`config.mk`:
```
export PLATFORM = sky130hd
export DESIGN_NAME = csel_decoder
export DESIGN_NICKNAME = d
export VERILOG_FILES = /design/src/rtl/csel_pkg.sv /design/src/rtl/csel_cfg_regs.sv /design/src/rtl/csel_window_cmp.sv /design/src/rtl/csel_pick.sv /design/src/rtl/csel_decoder.sv
export SDC_FILE = /design/constraint.sdc
export NUM_CORES = 1
export LEC_CHECK = 0
export BUFFER_PORTS_ARGS = -buffer_cell sky130_fd_sc_hd__clkbuf_2
export CORE_MARGIN = 10
export CORE_UTILIZATION = 50
export DETAILED_ROUTE_END_ITERATION = 16
export GPL_TIMING_DRIVEN = 0
export PLACE_DENSITY = 0.8
export SLEW_MARGIN = 20
export SYNTH_ARGS = -nofsm -noshare
export SYNTH_HDL_FRONTEND = slang
export SYNTH_HIERARCHICAL = 1
export SYNTH_SLANG_ARGS = --single-unit
```
`constraint.sdc`:
```
create_clock -name clk -period 2.2 [get_ports clk]
set_input_delay 0.22 -clock clk [delete_from_list [all_inputs] [get_ports clk]]
set_output_delay 0.22 -clock clk [all_outputs]
set_load 0.05 [all_outputs]
```
`src/rtl/csel_pkg.sv`:
```
package csel_pkg;

  localparam int ADDR_W    = 24;
  localparam int BASE_LSB  = 8;
  localparam int BASE_W    = ADDR_W - BASE_LSB;
  localparam int SIZE_W    = 4;
  localparam int WAIT_W    = 4;
  localparam int CFG_DW    = 16;
  localparam int STEP_LAST = 11;
  localparam int BIG_SHIFT = 21;
  localparam int SHIFT_W   = $clog2(ADDR_W + 1);

  typedef struct packed {
    logic              muxed;
    logic              wide;
    logic [WAIT_W-1:0] waits;
    logic [SIZE_W-1:0] size;
  } chan_attr_t;

  localparam int ATTR_W = $bits(chan_attr_t);

  localparam chan_attr_t ATTR_DEFAULT = '{muxed: 1'b1, wide: 1'b1,
                                          waits: WAIT_W'(3), size: '0};

  // Number of low address bits that lie inside the region.
  function automatic logic [SHIFT_W-1:0] span_bits(input logic [SIZE_W-1:0] code);
    if (int'(code) <= STEP_LAST)
      span_bits = SHIFT_W'(BASE_LSB + int'(code));
    else
      span_bits = SHIFT_W'(BIG_SHIFT);
  endfunction

  // Ones on every address bit that must equal the base.
  function automatic logic [ADDR_W-1:0] keep_mask(input logic [SIZE_W-1:0] code);
    logic [ADDR_W-1:0] low;
    low = (ADDR_W'(1) << span_bits(code)) - ADDR_W'(1);
    keep_mask = ~low;
  endfunction

  function automatic logic in_region(input logic [ADDR_W-1:0] addr,
                                     input logic [BASE_W-1:0] base,
                                     input logic [SIZE_W-1:0] code);
    logic [ADDR_W-1:0] diff;
    diff = addr ^ {base, {BASE_LSB{1'b0}}};
    in_region = ((diff & keep_mask(code)) == '0);
  endfunction

endpackage

```
`src/rtl/csel_cfg_regs.sv`:
```
module csel_cfg_regs
  import csel_pkg::*;
#(
  parameter int NUM_CH = 3,
  localparam int CH_W  = (NUM_CH > 1) ? $clog2(NUM_CH + 1) : 1,
  localparam int CA_W  = CH_W + 1
) (
  input  logic                          clk,
  input  logic                          rst_n,
  input  logic                          we,
  input  logic [CA_W-1:0]               waddr,
  input  logic [CFG_DW-1:0]             wdata,
  output logic [NUM_CH-1:0][BASE_W-1:0] base_q,
  output chan_attr_t [NUM_CH-1:0]       attr_q
);

  logic [CH_W-1:0] wr_chan;
  logic            wr_kind;

  assign wr_chan = waddr[CA_W-1:1];
  assign wr_kind = waddr[0];

  for (genvar c = 0; c < NUM_CH; c++) begin : g_ch
    logic sel_ch;
    logic base_we;
    logic attr_we;

    assign sel_ch  = we && (wr_chan == CH_W'(c));
    assign base_we = sel_ch && !wr_kind;
    assign attr_we = sel_ch && wr_kind;

    always_ff @(posedge clk or negedge rst_n) begin
      if (!rst_n) begin
        base_q[c] <= '0;
      end else if (base_we) begin
        base_q[c] <= wdata[BASE_W-1:0];
      end
    end

    always_ff @(posedge clk or negedge rst_n) begin
      if (!rst_n) begin
        attr_q[c] <= ATTR_DEFAULT;
      end else if (attr_we) begin
        attr_q[c] <= chan_attr_t'(wdata[ATTR_W-1:0]);
      end
    end
  end

endmodule

```
`src/rtl/csel_window_cmp.sv`:
```
module csel_window_cmp
  import csel_pkg::*;
(
  input  logic [ADDR_W-1:0] addr,
  input  logic [BASE_W-1:0] base,
  input  logic [SIZE_W-1:0] size,
  output logic              hit
);

  assign hit = in_region(addr, base, size);

endmodule

```
`src/rtl/csel_pick.sv`:
```
module csel_pick
  import csel_pkg::*;
#(
  parameter int NUM_CH = 3
) (
  input  logic                    qualify,
  input  logic [NUM_CH-1:0]       hit,
  input  chan_attr_t [NUM_CH-1:0] attr,
  output logic [NUM_CH-1:0]       grant,
  output chan_attr_t              attr_sel
);

  always_comb begin
    logic taken;
    taken    = 1'b0;
    grant    = '0;
    attr_sel = ATTR_DEFAULT;
    for (int c = 0; c < NUM_CH; c++) begin
      if (qualify && hit[c] && !taken) begin
        taken    = 1'b1;
        grant[c] = 1'b1;
        attr_sel = attr[c];
      end
    end
  end

endmodule

```
`src/rtl/csel_decoder.sv`:
```
module csel_decoder
  import csel_pkg::*;
#(
  parameter int NUM_CH = 3,
  localparam int CH_W  = (NUM_CH > 1) ? $clog2(NUM_CH + 1) : 1,
  localparam int CA_W  = CH_W + 1
) (
  input  logic               clk,
  input  logic               rst_n,
  input  logic               cfg_we,
  input  logic [CA_W-1:0]    cfg_addr,
  input  logic [CFG_DW-1:0]  cfg_wdata,
  input  logic               acc_strobe,
  input  logic               acc_ext,
  input  logic [ADDR_W-1:0]  acc_addr,
  output logic [NUM_CH-1:0]  cs_n,
  output logic               bus_wide,
  output logic [WAIT_W-1:0]  bus_waits,
  output logic               bus_muxed
);

  logic [NUM_CH-1:0][BASE_W-1:0] base_q;
  chan_attr_t [NUM_CH-1:0]       attr_q;
  logic [NUM_CH-1:0]             chan_hit;
  logic [NUM_CH-1:0]             chan_grant;
  chan_attr_t                    attr_pick;
  logic                          acc_live;

  assign acc_live = acc_strobe && acc_ext;

  csel_cfg_regs #(.NUM_CH(NUM_CH)) u_regs (
    .clk    (clk),
    .rst_n  (rst_n),
    .we     (cfg_we),
    .waddr  (cfg_addr),
    .wdata  (cfg_wdata),
    .base_q (base_q),
    .attr_q (attr_q)
  );

  for (genvar c = 0; c < NUM_CH; c++) begin : g_cmp
    csel_window_cmp u_cmp (
      .addr (acc_addr),
      .base (base_q[c]),
      .size (attr_q[c].size),
      .hit  (chan_hit[c])
    );
  end

  csel_pick #(.NUM_CH(NUM_CH)) u_pick (
    .qualify  (acc_live),
    .hit      (chan_hit),
    .attr     (attr_q),
    .grant    (chan_grant),
    .attr_sel (attr_pick)
  );

  always_ff @(posedge clk or negedge rst_n) begin
    if (!rst_n) begin
      cs_n      <= '1;
      bus_wide  <= ATTR_DEFAULT.wide;
      bus_waits <= ATTR_DEFAULT.waits;
      bus_muxed <= ATTR_DEFAULT.muxed;
    end else begin
      cs_n      <= ~chan_grant;
      bus_wide  <= attr_pick.wide;
      bus_waits <= attr_pick.waits;
      bus_muxed <= attr_pick.muxed;
    end
  end

endmodule

```
After elaboration in Yosys (flattened, before gate mapping)

Cells that the tools add are included.

Register bits after elaboration: 87

Shifts and indexed selects: 3
Equal/unequal tests: 2
Add/subtract/negate cells: 6
Magnitude comparators: 3
Reductions and logical operators: 22
Muxes and demuxes: 10
Bitwise logic cells: 10

Operator list:

| kind                  | number |
|---|---|
| $and 24x24->24        | 3 |
| $logic_not 24->1      | 3 |
| $not 24->24           | 3 |
| $shl 1x5->24 const A  | 3 |
| $sub 24x2->24 const B | 3 |
| $xor 24x24->24        | 3 |
| $mux 10               | 3 |
| $add 4x4->5 const A   | 3 |
| $logic_and 1x1->1     | 15 |
| $mux 5                | 3 |
| $le 4x4->1 const B    | 3 |
| $mux 1                | 4 |
| $logic_not 1->1       | 3 |
| $not 3->3             | 1 |
| $eq 2x1->1 const B    | 1 |
| $eq 2x2->1 const B    | 1 |
| $logic_not 2->1       | 1 |

Depth between registers and ports, before layout

Depth in word-level cells: 16
Gate-level depth with buffers: 13
Gate-level depth less buffers: 10

Modules after synthesis

Netlist, hierarchy kept.

By module, submodules not included:

| module                                | sequential area each (µm²) | instances | cells an instance | area each (µm²) |
|---|---|---|---|---|
| csel_cfg_regs                         | 1966.9                     | 1         | 170               | 3002.9 |
| csel_window_cmp at g_cmp[0].u_cmp ... | 0.0                        | 2         | 55                | 416.6 |
| csel_window_cmp at g_cmp[2].u_cmp     | 0.0                        | 1         | 56                | 402.9 |
| csel_decoder                          | 234.0                      | 1         | 13                | 251.5 |
| csel_pick                             | 0.0                        | 1         | 38                | 225.2 |

Worst setup path before layout

Ideal clock, no wire load.

Kind: reg-to-reg
From: reg u_regs/base_q[45] in the netlist's numbering
To: reg bus_waits[3]
Slack: -63 ps
Arrival: 2191 ps
Cell stages (with the launch flop): 12
Data required time: 2129 ps
Buffers on the path: 2
Cell sequence: dfrtp_1 > xor2_1 > a2111oi_4 > o31ai_1 > or4_1 > a221oi_2 > nand4bb_1 > buf_6 > inv_6 > buf_6 > a221oi_2 > nor2_1

RTL lines:

| what                              | line                | text |
|---|---|---|
| from (decl)                       | csel_cfg_regs.sv:13 | `output logic [NUM_CH-1:0][BASE_W-1:0] base_q,` |
| from (signal, indexed assignment) | csel_cfg_regs.sv:36 | `base_q[c] <= wdata[BASE_W-1:0];` |
| to (signal assigned)              | csel_decoder.sv:62  | `bus_waits <= ATTR_DEFAULT.waits;` |
| to (signal assigned)              | csel_decoder.sv:67  | `bus_waits <= attr_pick.waits;` |
| to (decl)                         | csel_decoder.sv:18  | `output logic [WAIT_W-1:0] bus_waits,` |

==> results.tsv <==
metric	value	unit
Hold Vio Cnt, Final	0	
YS warnings	6	
crit path DAT	2.73	ns
first-pass GRT wire length	16.9	mm
Detailed Place HPWL	7.80	mm
Clock Pin Slew Worst Setup and Hold Paths	0.09	ns
Fmax	0.411	GHz
largest net degree at the start of global routing	48	
Required @ worst endpoint	2.50	ns
fin crit period	2.43	ns
Total Die Area	0.0136	mm2
initial antenna violation count	0	
Final setup viols	7	
Detail Route Antenna Nets	0	
Placement Rows	35	
failing checks	setup timing	
post-route setup TNS	-1.30	ns
Clk Latency, worst-skew pair	0.36	ns
vias in the first global route	3286	
Met2 Wirelength	5.32	mm
Slew Limit Headroom	50.6	%
worst r2r dst	bus_waits[3]	
H-tree levels	3	
Port Buf Inserts	52	
fin crit share	111	%
io pins	57	
Die Span Y	116	um
count of final max-slew check failures	0	
Syn Std Cell Area	0.00465	mm2
Multi-input gate area	0.00230	mm2
n_diodes	0	
pre-CTS WS	-0.264	ns
WS Path Type	register to register	
final wirelength	10.7	mm
Max Cap Viol	0	
status	finished with violations	
total number of vias	3253	
most frequent cell on the critical path	buf_6	
Root Driver	clkbuf_8	
Worst VDD drop	0.000382	V
TritonCTS clock tree	yes	
Worst Setup Start Kind	register	
drt initial violations	229	
layout cell share with drive strength beyond 1	48.2	%
Placer Congestion	0.888	
WHS Path Cells	2	
Pwr per Cell Area	884	mW/mm2
cell family with most CP delay	simple AND/OR/NAND/NOR gates	
DP Cell Count	542	
P_leak	0.00229	uW
Syn Inst Count	375	
fin worst setup slack	-0.234	ns
hold path start	cfg_wdata[10]	
Vias/cell	5.76	
Worst Setup End Kind	register	
fill cell total of the finished layout	708	
met1 WL	4.39	mm
Worst Path Max Fanout	10	
Hold Path Class	input port to register	
Reg2Reg Setup Slack	-0.23	ns
Mean Syn Cell Area	12.4	um2
crit-path cells	buf_6 > buf_4 > a211oi_1 > o21ai_0 > a21oi_1 > or4_4 > a221oi_4 > nand4bb_1 > buf_6 > inv_6 > buf_8 > a221oi_2 > nor2_1	
CP max-delay cell	or4_4	
hold endpoint	u_regs/base_q[42]	
Worst Max-Slew Pin Slew	0.738	ns
WHS	0.121	ns
die width	116	um
Final Skew	0.00799	ns
uppermost layer routed	met4	
gr usage total	16.2	%
area grow syn2layout	17.7	%
wire per inst	19.0	um
iteration count of the initial detailed-routing pass	5	
Crit Reg-Reg Startpoint	u_regs/attr_q[22]	
RSZ-0062 raised after global routing	true	
FF/Latch Area	0.00220	mm2
Bufs on Longest Clock Path	2	
met3 wire length	680	um
final net count	500	
Inserted Clock Buffers	9	
DRC Markers	0	
GRT overflow	0	
core area	0.00915	mm2
cell depth of the worst flop-to-flop path	13	
most frequent cells in the layout	mux2_2, dfrtp_1, clkbuf_2, xnor2_1, xor2_1	
Initial Util	50.8	%
max incr delay on CP	0.55	ns
Finished Layout Cells	565	
leading cell type in the layout, fill and taps excluded	mux2_2	
Num Clock Sinks	87	
CP Buf/Inv Count	5	
## metal layers
metal	up-vias	track usage [%]
met2	114	26.4
met5	-	0
met1	1617	19.7
li1	1498	-
met4	0	8.84
met3	24	3.49
## cell type report
| cell class | count | area share [%] |
|---|---|---|
| Multi-Input combinational cell | 262 | 42.1 |
| Sequential cell | 87 | 40.2 |
| Timing Repair Buffer | 60 | 6.31 |
| Buffer | 21 | 3.59 |
| Tap cell | 111 | 2.54 |
| Clock buffer | 10 | 2.51 |
| Clock inverter | 6 | 2.10 |
| Inverter | 8 | 0.640 |
## sequential cells by signal, summed over array words and instances (netlist names)
register / cells
cs_n: 3
bus_wide: 1
u_regs/base_q: 48
u_regs/attr_q: 30
bus_muxed: 1
bus_waits: 4
## what timing repair did
action | in CTS | in global routing
gates resized for setup | 3 | 11
buffers inserted | 2 | 4
endpoints found under the setup margin | 7 | 7
hold buffers | 1 | 0
hold endpoints to repair | 26 | 0
gates cloned | 0 | 0
pin swaps | 5 | 11
## through the flow
step	total power, uW	instance area (um2)	utilization, %
2_1_floorplan	3040	4660	-
3_3_place_gp	3310	5060	55.3
3_5_place_dp	3390	5090	55.6
4_1_cts	4770	5380	58.8
5_1_grt	5100	5470	59.8
6_report	4840	5470	59.8
## power breakdown
part	leakage, uW	internal, uW	total (uW)	switching (uW)
logic	0.00115	653	1290	634
clock network	0.000123	791	1370	579
registers	0.00102	1950	2180	229
total	0.00229	3390	4840	1440
## worst reg2reg max path, stage by stage (launching register included)
cell,delay (ns)
dfrtp_1,0.39
buf_6,0.11
buf_4,0.15
a211oi_1,0.05
o21ai_0,0.20
a21oi_1,0.07
or4_4,0.55
a221oi_4,0.23
nand4bb_1,0.15
buf_6,0.15
inv_6,0.05
buf_8,0.12
a221oi_2,0.04
nor2_1,0.12
## how the worst max path moves through the flow
stage	slack, ns	to	startpoint	cells after the start
6_report	-0.23	bus_waits[3]	u_regs/attr_q[22]	13
5_1_grt	-0.36	bus_waits[3]	u_regs/attr_q[22]	13
4_1_cts	-0.23	bus_waits[3]	u_regs/base_q[45]	11
3_5_place_dp	-0.26	bus_waits[3]	u_regs/attr_q[21]	12
3_3_place_gp	-0.21	bus_waits[3]	u_regs/attr_q[21]	12
2_1_floorplan	0.08	bus_waits[3]	u_regs/base_q[45]	11
Note: power is estimated with default switching activity, not from simulation.
